`src/rtl/dio_pkg.sv`:
```
package dio_pkg;
  localparam int OFS_CTRL  = 12;
  localparam int OFS_RSVD  = 13;
  localparam int OFS_COSEN = 14;
  localparam int OFS_BOARD = 15;
  localparam int DIR_BIT   = 1;
endpackage

```
`src/rtl/dio_sync.sv`:
```
module dio_sync #(
  parameter int WIDTH  = 32,
  parameter int STAGES = 2
) (
  input  logic             clk,
  input  logic             rst,
  input  logic [WIDTH-1:0] d,
  output logic [WIDTH-1:0] q
);
  logic [WIDTH-1:0] stg [STAGES];

  for (genvar g = 0; g < STAGES; g++) begin : g_stage
    if (g == 0) begin : g_first
      always_ff @(posedge clk) begin
        if (rst) stg[g] <= '0;
        else     stg[g] <= d;
      end
    end else begin : g_next
      always_ff @(posedge clk) begin
        if (rst) stg[g] <= '0;
        else     stg[g] <= stg[g-1];
      end
    end
  end

  assign q = stg[STAGES-1];
endmodule

```
`src/rtl/dio_byte_regs.sv`:
```
module dio_byte_regs #(
  parameter int ADDR_W = 4,
  parameter int DATA_W = 8,
  parameter int NUM    = 1,
  parameter int BASE   = 0
) (
  input  logic                  clk,
  input  logic                  rst,
  input  logic                  clr,
  input  logic                  wr_en,
  input  logic [ADDR_W-1:0]     addr,
  input  logic [DATA_W-1:0]     wr_data,
  output logic [NUM*DATA_W-1:0] q
);
  for (genvar g = 0; g < NUM; g++) begin : g_byte
    logic [DATA_W-1:0] byte_q;
    always_ff @(posedge clk) begin
      if (rst || clr)
        byte_q <= '0;
      else if (wr_en && addr == ADDR_W'(BASE + g))
        byte_q <= wr_data;
    end
    assign q[g*DATA_W +: DATA_W] = byte_q;
  end
endmodule

```
`src/rtl/dio_rd_mux.sv`:
```
module dio_rd_mux #(
  parameter int ADDR_W    = 4,
  parameter int DATA_W    = 8,
  parameter int OUT_BYTES = 3,
  parameter int IN_BYTES  = 3
) (
  input  logic [ADDR_W-1:0]               addr,
  input  logic [(OUT_BYTES+1)*DATA_W-1:0] out_all,
  input  logic [(IN_BYTES+1)*DATA_W-1:0]  in_all,
  input  logic [DATA_W-1:0]               ctrl,
  input  logic [DATA_W-1:0]               cosen,
  input  logic                            irq,
  output logic [DATA_W-1:0]               data
);
  localparam int IN_BASE = OUT_BYTES + 1;

  always_comb begin
    data = '0;
    for (int i = 0; i <= OUT_BYTES; i++)
      if (addr == ADDR_W'(i)) data = out_all[i*DATA_W +: DATA_W];
    for (int i = 0; i <= IN_BYTES; i++)
      if (addr == ADDR_W'(IN_BASE + i)) data = in_all[i*DATA_W +: DATA_W];
    if (addr == ADDR_W'(dio_pkg::OFS_CTRL))  data = ctrl;
    if (addr == ADDR_W'(dio_pkg::OFS_COSEN)) data = cosen;
    if (addr == ADDR_W'(dio_pkg::OFS_BOARD)) data = {{(DATA_W-1){1'b0}}, irq};
  end
endmodule

```
`src/rtl/dio_regfile.sv`:
```
module dio_regfile #(
  parameter int ADDR_W      = 4,
  parameter int DATA_W      = 8,
  parameter int OUT_BYTES   = 3,
  parameter int IN_BYTES    = 3,
  parameter int SYNC_STAGES = 2
) (
  input  logic                        clk,
  input  logic                        rst,
  input  logic [ADDR_W-1:0]           addr,
  input  logic                        wr_en,
  input  logic [DATA_W-1:0]           wr_data,
  input  logic                        rd_en,
  output logic [DATA_W-1:0]           rd_data,
  output logic [OUT_BYTES*DATA_W-1:0] out_pins,
  input  logic [IN_BYTES*DATA_W-1:0]  in_pins,
  output logic [DATA_W-1:0]           bidir_out,
  input  logic [DATA_W-1:0]           bidir_in,
  output logic                        bidir_oe,
  input  logic                        irq_level,
  output logic [DATA_W-1:0]           cos_enable,
  output logic                        board_reset
);
  localparam int LAT_W = (OUT_BYTES + 1) * DATA_W;
  localparam int SMP_W = (IN_BYTES + 1) * DATA_W;

  logic              board_wr;
  logic [LAT_W-1:0]  lat_all;
  logic [SMP_W-1:0]  smp_all;
  logic [DATA_W-1:0] ctrl_q;
  logic [DATA_W-1:0] rd_next;

  assign board_wr = wr_en && (addr == ADDR_W'(dio_pkg::OFS_BOARD));

  dio_byte_regs #(.ADDR_W(ADDR_W), .DATA_W(DATA_W), .NUM(OUT_BYTES + 1), .BASE(0)) u_lat (
    .clk(clk), .rst(rst), .clr(board_wr), .wr_en(wr_en), .addr(addr),
    .wr_data(wr_data), .q(lat_all)
  );

  dio_byte_regs #(.ADDR_W(ADDR_W), .DATA_W(DATA_W), .NUM(1), .BASE(dio_pkg::OFS_CTRL)) u_ctrl (
    .clk(clk), .rst(rst), .clr(board_wr), .wr_en(wr_en), .addr(addr),
    .wr_data(wr_data), .q(ctrl_q)
  );

  dio_byte_regs #(.ADDR_W(ADDR_W), .DATA_W(DATA_W), .NUM(1), .BASE(dio_pkg::OFS_COSEN)) u_cosen (
    .clk(clk), .rst(rst), .clr(board_wr), .wr_en(wr_en), .addr(addr),
    .wr_data(wr_data), .q(cos_enable)
  );

  dio_sync #(.WIDTH(SMP_W), .STAGES(SYNC_STAGES)) u_sync (
    .clk(clk), .rst(rst), .d({bidir_in, in_pins}), .q(smp_all)
  );

  dio_rd_mux #(.ADDR_W(ADDR_W), .DATA_W(DATA_W), .OUT_BYTES(OUT_BYTES), .IN_BYTES(IN_BYTES)) u_mux (
    .addr(addr), .out_all(lat_all), .in_all(smp_all), .ctrl(ctrl_q),
    .cosen(cos_enable), .irq(irq_level), .data(rd_next)
  );

  assign out_pins  = lat_all[OUT_BYTES*DATA_W-1:0];
  assign bidir_out = lat_all[OUT_BYTES*DATA_W +: DATA_W];
  assign bidir_oe  = ctrl_q[dio_pkg::DIR_BIT];

  always_ff @(posedge clk) begin
    if (rst) begin
      rd_data     <= '0;
      board_reset <= 1'b0;
    end else begin
      board_reset <= board_wr;
      if (rd_en) rd_data <= rd_next;
    end
  end
endmodule

```
`config.mk`:
```
export PLATFORM = sky130hd
export DESIGN_NAME = dio_regfile
export DESIGN_NICKNAME = d
export VERILOG_FILES = /design/src/rtl/dio_pkg.sv /design/src/rtl/dio_sync.sv /design/src/rtl/dio_byte_regs.sv /design/src/rtl/dio_rd_mux.sv /design/src/rtl/dio_regfile.sv
export SDC_FILE = /design/constraint.sdc
export NUM_CORES = 1
export LEC_CHECK = 0
export ABC_AREA = 1
export BUFFER_PORTS_ARGS = -buffer_cell sky130_fd_sc_hd__buf_4
export CORE_AREA = 10 10 110 112
export DETAILED_ROUTE_END_ITERATION = 8
export DIE_AREA = 0 0 120 122
export PLACE_DENSITY = 0.79
export SLEW_MARGIN = 10
export SYNTH_ARGS = -nofsm -noshare
export SYNTH_HDL_FRONTEND = slang
export SYNTH_HIERARCHICAL = 1
export SYNTH_SLANG_ARGS = --single-unit
```
`constraint.sdc`:
```
create_clock -name clk -period 1.3 [get_ports clk]
set_input_delay 0.13 -clock clk [delete_from_list [all_inputs] [get_ports clk]]
set_output_delay 0.13 -clock clk [all_outputs]
set_load 0.01 [all_outputs]
```
; ---- Yosys cells after proc, flatten, opt, wreduce, memory -nomap -nowiden
; Memory sizes are Yosys's and may differ from the RTL's.
; Cells that the tools add are included.
[op_classes]
n_eq_ne = 10
n_mux = 16
bitwise_logic = 2
n_reduce_logical = 9
[op_table]
columns = cell, count
row1 = 8-bit two-way mux, 11
row2 = 32-bit two-way mux, 2
row3 = "4-bit by 3-bit == test with 1-bit output, second input constant", 4
row4 = "4-bit == test, second input constant", 3
row5 = "4-bit by 2-bit == test with 1-bit output, second input constant", 2
row6 = 1-bit logical AND, 7
row7 = "4-bit by 1-bit == test with 1-bit output, second input constant", 1
row8 = 4-bit logical NOT, 1
row9 = 1-bit two-way mux, 3
row10 = 1-bit bitwise OR, 2
row11 = 1-bit logical OR, 1
[totals]
ff_bits = 57
ram_bits = 64
inputBits = 49
elab_cells = 46
memories = 1
[memory_table]
columns = memory, depth, word_bits, read_ports, rd_ports_with_merged_regs, wr, line_no
row1 = u_sync.stg, 2, 32, 2, 0, 2, dio_sync.sv:10  ; logic [WIDTH-1:0] stg [STAGES];

; ---- Logic depth before layout (Yosys ltp)
[logic_depth]
word_depth = 12
depth_mapped = 14
ltp_nobuf = 14

; ---- Hierarchy
; The synthesis kept the hierarchy.
[by_module_without_submodules]
columns = mod, instances, cells_each, area_each_um2
row1 = dio_sync, 1, 199, 1840.5
row2 = dio_byte_regs at u_lat, 1, 256, 1680.4
row3 = dio_rd_mux, 1, 180, 829.5
row4 = dio_byte_regs at u_cosen, 1, 55, 377.9
row5 = dio_byte_regs at u_ctrl, 1, 55, 376.6
row6 = dio_regfile, 1, 39, 305.3

; ---- Least setup slack after synthesis
; Ideal clock, no wire load.
[synth_timing]
path_kind = input port to flip-flop
startpoint = input port addr[2]
endpoint = register rd_data[4]
t_arrival_ns = 1.073
path_slack_ns = 0.111
path_stages = 12
n_path_buf = 0
path_cell_list = inv_2 -> nor2_2 -> inv_2 -> nor2_4 -> inv_2 -> or2_0 -> nand2_1 -> nand3_1 -> nand2_1 -> inv_1 -> nor2_1 -> nor2_1
[synth_via]
elab_chain_len = 12
[synth_lines]
columns = element, line_no
row1 = from (decl), dio_regfile.sv:10  ; input logic [ADDR_W-1:0] addr,
row2 = 4-bit logical NOT, dio_rd_mux.sv:20  ; if (addr == ADDR_W'(i)) data = out_all[i*DATA_W +: DATA_W];
row3 = 8-bit two-way mux (4 in a row), dio_rd_mux.sv:20
row4 = 8-bit two-way mux (4 in a row), dio_rd_mux.sv:22  ; if (addr == ADDR_W'(IN_BASE + i)) data = in_all[i*DATA_W +: DATA_W];
row5 = 8-bit two-way mux, dio_rd_mux.sv:23  ; if (addr == ADDR_W'(dio_pkg::OFS_CTRL)) data = ctrl;
row6 = 8-bit two-way mux, dio_rd_mux.sv:24  ; if (addr == ADDR_W'(dio_pkg::OFS_COSEN)) data = cosen;
row7 = 8-bit two-way mux (*), dio_rd_mux.sv:25  ; if (addr == ADDR_W'(dio_pkg::OFS_BOARD)) data = {{(DATA_W-1){1'b0}}, irq};
row8 = named net rd_next[4], dio_regfile.sv:31  ; logic [DATA_W-1:0] rd_next;
row9 = to (signal assigned), dio_regfile.sv:69  ; if (rd_en) rd_data <= rd_next;
row10 = to (decl), dio_regfile.sv:14  ; output logic [DATA_W-1:0] rd_data,
; The timed path passes the listed nets; every way through them passes the cells marked *.
; A chain may end at the register's enable or synchronous reset.

; ---- Worst setup path after layout
[layout_timing]
startpoint = register u_lat.g_byte[1].byte_q[1]
endpoint = register rd_data[1]
[layout_via]
elab_chain_len = 10
[layout_lines]
columns = element, line_no
row1 = from (decl), dio_byte_regs.sv:16  ; logic [DATA_W-1:0] byte_q;
row2 = from (signal assigned), dio_byte_regs.sv:21  ; byte_q <= wr_data;
row3 = 8-bit two-way mux (3 in a row), dio_rd_mux.sv:20
row4 = 8-bit two-way mux (4 in a row), dio_rd_mux.sv:22
row5 = 8-bit two-way mux, dio_rd_mux.sv:23
row6 = 8-bit two-way mux, dio_rd_mux.sv:24
row7 = 8-bit two-way mux, dio_rd_mux.sv:25
row8 = named net rd_next[1], dio_regfile.sv:31
; The timed path passes the listed nets, and every way through them passes these cells.

==> reports/qor.log <==
qor: outcome.status finished with violations
qor: outcome.violated_checks negative setup slack
qor: drt.detailroute.via_count 5336
qor: place.dp_hpwl 10.4 mm
qor: timing.hold-worst-slack 0.0434 ns
qor: timing.maxSlewHeadroom 0.760
qor: drt.drt_iter0_drc 561
qor: pwr.power.share.sequential 0.378
qor: timing.rsz0062_at_grt true
qor: drt.routed_wire_length_per_instance 14.7 µm
qor: pwr.p_per_area 1350 nW/µm²
qor: critical_path.arrival 1.71 ns
qor: logic_synthesis.synthesis.yosys.warnings 6
qor: global_route.globalRoute.totalOverflow 0
qor: critical_path.critical-path-max-stage-delay 0.34 ns
qor: timing.worst-slew-pin-transition 0.359 ns
qor: die.top_level_ports 99
qor: logic_synthesis.synth-async-reset-ratio 0
qor: logic_synthesis.netlist_area 5410 µm²
qor: critical_path.path_buf_inv 1
qor: worst_hold_path.worstHoldPathType in -> reg
qor: global_route.grt_pass1_wl 25.7 mm
qor: layout.finish.cell_count_without_fillers 1111
qor: logic_synthesis.postSynthRegisterBits 121
qor: global_route.grt_start_max_net_pins 65
qor: flow_run.timing.max_cap.violations 0
qor: pwr.cellLeakagePower 3.85 nW
qor: logic_synthesis.ys_top_cells_by_area sky130_fd_sc_hd__dfxtp_1 45%, sky130_fd_sc_hd__inv_1 12%, sky130_fd_sc_hd__nor2_1 11%
qor: pwr.vdd.ir_drop.worst 1.14 mV
qor: logic_synthesis.net_count_of_the_mapped_netlist 833
qor: logic_synthesis.synth_edf_count 0
qor: timing.finalHoldViolCount 0
qor: pwr.design_internal_power 7.86 mW
qor: die.rows 37
qor: pwr.clock_power_share 0.524
qor: layout.num-fill-cells 721
qor: pwr.power.share.switching 0.241
qor: layout.nNetsFinal 1010
qor: timing.worst_slack -0.00761 ns
qor: clock_tree.worst_setup_hold_path_clk_slew 0.06 ns
qor: clock_tree.tritoncts_clock_tree built
qor: die.die_boundary_width 120 µm
qor: clock_tree.cts_num_sinks 121
qor: timing.period_minus_slack 1.31 ns
qor: layout.post_route_cells_drive_above_1_share 0.256
qor: critical_path.critical_path.startpoint_type flip-flop
qor: timing.setup_viol 1
qor: drt.post_drt_via_cell_ratio 4.80
qor: logic_synthesis.post_synth_num_cell_types 26
qor: pwr.share_comb_of_total_power 0.098
qor: die.floorplan.core_area 10000 µm²
qor: global_route.antenna_found_initial 1
qor: layout.area_growth_syn_to_layout 41.8%
qor: clock_tree.clock_network_latency_to_the_later_pin_of_the_worst_skew_pair 0.51 ns
qor: timing.slew_violations 0
qor: layout.multi_input_comb_area 2150 µm²
qor: global_route.first_global_vias 5251
qor: die.floorplan.initialDensity 0.539
qor: drt.antenna_violating_nets_post_route 0
qor: drt.drt-pass1-iter-count 7
qor: logic_synthesis.syn_avg_cell_area 6.90 µm²
qor: critical_path.timing.critical_path.slowest_stage_cell sky130_fd_sc_hd__dfxtp_2
qor: layout.final-seq-area 2450 µm²
qor: logic_synthesis.ys_dominant_reg_cell sky130_fd_sc_hd__dfxtp_1
qor: timing.clock_skew 0.00459 ns
qor: timing.fmaxAchievable 765 MHz
qor: clock_tree.clock_tree_root sky130_fd_sc_hd__clkbuf_8
qor: critical_path.crit_family simple AND/OR/NAND/NOR gates
qor: critical_path.path_common_cell sky130_fd_sc_hd__nor2_2
qor: drt.drc 0
qor: logic_synthesis.number_of_instances_in_the_synthesized_netlist 784
qor: critical_path.worstPathMaxFanout 2
qor: die.die_area 14600 µm²
qor: pwr.net-switching-power 2.50 mW
qor: place.place.port_buffers 98
qor: place.place.detailed.instances 1035
qor: critical_path.required 1.71 ns
qor: critical_path.path_class reg -> reg
qor: logic_synthesis.synthMostInstantiatedCell sky130_fd_sc_hd__inv_1
qor: timing.min_period_over_period 1.01
qor: die.die_height 122 µm
qor: clock_tree.post_cts_buffers 0
qor: global_route.global_route.usage.total 0.218
qor: logic_synthesis.yosysSeqAreaShare 0.448
qor: logic_synthesis.synth.top_cell.area_share 0.448
qor: critical_path.cp-end-kind flip-flop
qor: clock_tree.clock_tree.htree_level_count 4
qor: drt.detail_route.wirelength 16.4 mm
qor: place.pre_cts_setup_slack -0.321 ns
qor: logic_synthesis.post_synth_most_frequent_cells 180 x sky130_fd_sc_hd__inv_1, 158 x sky130_fd_sc_hd__nor2_1, 143 x sky130_fd_sc_hd__nand2_1, 121 x sky130_fd_sc_hd__dfxtp_1, 42 x sky130_fd_sc_hd__nand4_1
qor: clock_tree.clock_tree.buffer_depth 2
qor: logic_synthesis.yosysTopAreaCell sky130_fd_sc_hd__dfxtp_1
qor: clock_tree.cts_inserted_buffers 17
qor: place.gp_routability_congestion 0.883
qor: critical_path.worstPathCellList nand3_2, nand2_2, nor2_2, nand4_1, nor2_2, nand3_1, nand2_1, inv_1, nor2_2, nor2_1
-- cells by family (layout without fill, tap and decap cells) --
kind of cell	count (synthesis)	in the layout	synth area share
other	0	1	0
buffers and inverters	213	403	0.171
DFF	121	121	0.448
and+or+nand+nor	418	418	0.351
AOI/OAI and AO/OA	32	32	0.0308
-- stage by stage --
stage,utilization,TNS (ns),total power [mW],instance area (µm²)
after floorplan,-,0,4.48,5410
after global placement,0.642,-1.35,4.84,6450
after detailed placement,0.642,-1.54,4.86,6450
after CTS,0.753,-0.00245,10.3,7560
after global routing,0.764,-0.440,10.7,7670
final,0.764,-0.00761,10.4,7670
-- sequential cells by signal, indices dropped and copies added (netlist names) --
name	count
u_lat/g_byte.byte_q	32
u_ctrl/q	8
u_cosen/q	8
rd_data	8
board_reset	1
u_sync/stg	64
-- worst reg2reg max path: stages, from the launching register on --
cell and delay [ns]:
sky130_fd_sc_hd__dfxtp_2 0.34, sky130_fd_sc_hd__nand3_2 0.08, sky130_fd_sc_hd__nand2_2 0.06, sky130_fd_sc_hd__nor2_2 0.11
sky130_fd_sc_hd__nand4_1 0.13, sky130_fd_sc_hd__nor2_2 0.17, sky130_fd_sc_hd__nand3_1 0.08, sky130_fd_sc_hd__nand2_1 0.06
sky130_fd_sc_hd__inv_1 0.04, sky130_fd_sc_hd__nor2_2 0.09, sky130_fd_sc_hd__nor2_1 0.05
-- area by class of cell --
class | count | share of cell area
antenna | 1 | 0.000326
sequential | 121 | 0.319
timing repair buffer | 179 | 0.196
tap | 136 | 0.0222
clock inverter | 15 | 0.0341
clock buffer | 17 | 0.0540
multi-input combinational | 450 | 0.280
inverter | 192 | 0.0946
-- metal layers --
layer  share of wire  GRT usage  up-vias
li1                -          -     2691
met3           0.073     0.0541       38
met1            0.40      0.242     2373
met4           0.025      0.101        0
met2            0.50      0.388      234
met5               0          0        -
-- what timing repair did --
| action | in CTS | in global routing |
|---|---|---|
| endpoints found under the setup margin | 4 | 6 |
| resized for setup | 4 | 39 |
| hold buffers | 42 | 1 |
| hold endpoints to repair | 54 | 5 |
| pin swaps | 0 | 27 |
-- power by group through the flow --
stage / registers [mW] / clock network, mW / logic [mW]
after global placement: 3.99 / 0 / 0.849
after floorplan: 3.99 / 0 / 0.485
after CTS: 3.92 / 5.45 / 0.972
final: 3.92 / 5.43 / 1.01
after global routing: 3.93 / 5.65 / 1.11
after detailed placement: 4.00 / 0 / 0.862
-- layout by cell type, fill, tap and decap left out, types with 5 or more instances in the layout --
cell	netlist	routed
sky130_fd_sc_hd__nand4_1	42	42
sky130_fd_sc_hd__inv_6	0	5
sky130_fd_sc_hd__inv_1	180	178
sky130_fd_sc_hd__nand3_2	0	9
sky130_fd_sc_hd__dlygate4sd3_1	0	43
sky130_fd_sc_hd__nor2_4	6	6
sky130_fd_sc_hd__nand3_1	41	32
sky130_fd_sc_hd__inv_2	9	11
sky130_fd_sc_hd__nor2_2	9	16
sky130_fd_sc_hd__buf_4	2	132
sky130_fd_sc_hd__dfxtp_1	121	106
sky130_fd_sc_hd__o21ai_0	8	8
sky130_fd_sc_hd__a21oi_1	22	21
sky130_fd_sc_hd__nand2_2	4	10
sky130_fd_sc_hd__dfxtp_2	0	13
sky130_fd_sc_hd__bufinv_16	0	6
sky130_fd_sc_hd__clkbuf_16	0	16
sky130_fd_sc_hd__nand2_1	143	137
sky130_fd_sc_hd__nor2_1	158	151
-- path summary, 6_finish.rpt --
| path | start | to | slack [ns] | depth (start not counted) |
|---|---|---|---|---|
| max | u_lat/g_byte[1].byte_q[1] | rd_data[1] | -0.008 | 10 |
| min | irq_level | rd_data[0] | 0.04 | 5 |
| max reg2reg | u_lat/g_byte[1].byte_q[1] | rd_data[1] | -0.008 | 10 |
| min reg2reg | u_sync/stg[0][24] | u_sync/stg[1][24] | 0.40 | 2 |
Note: power is estimated with default switching activity, not from simulation.
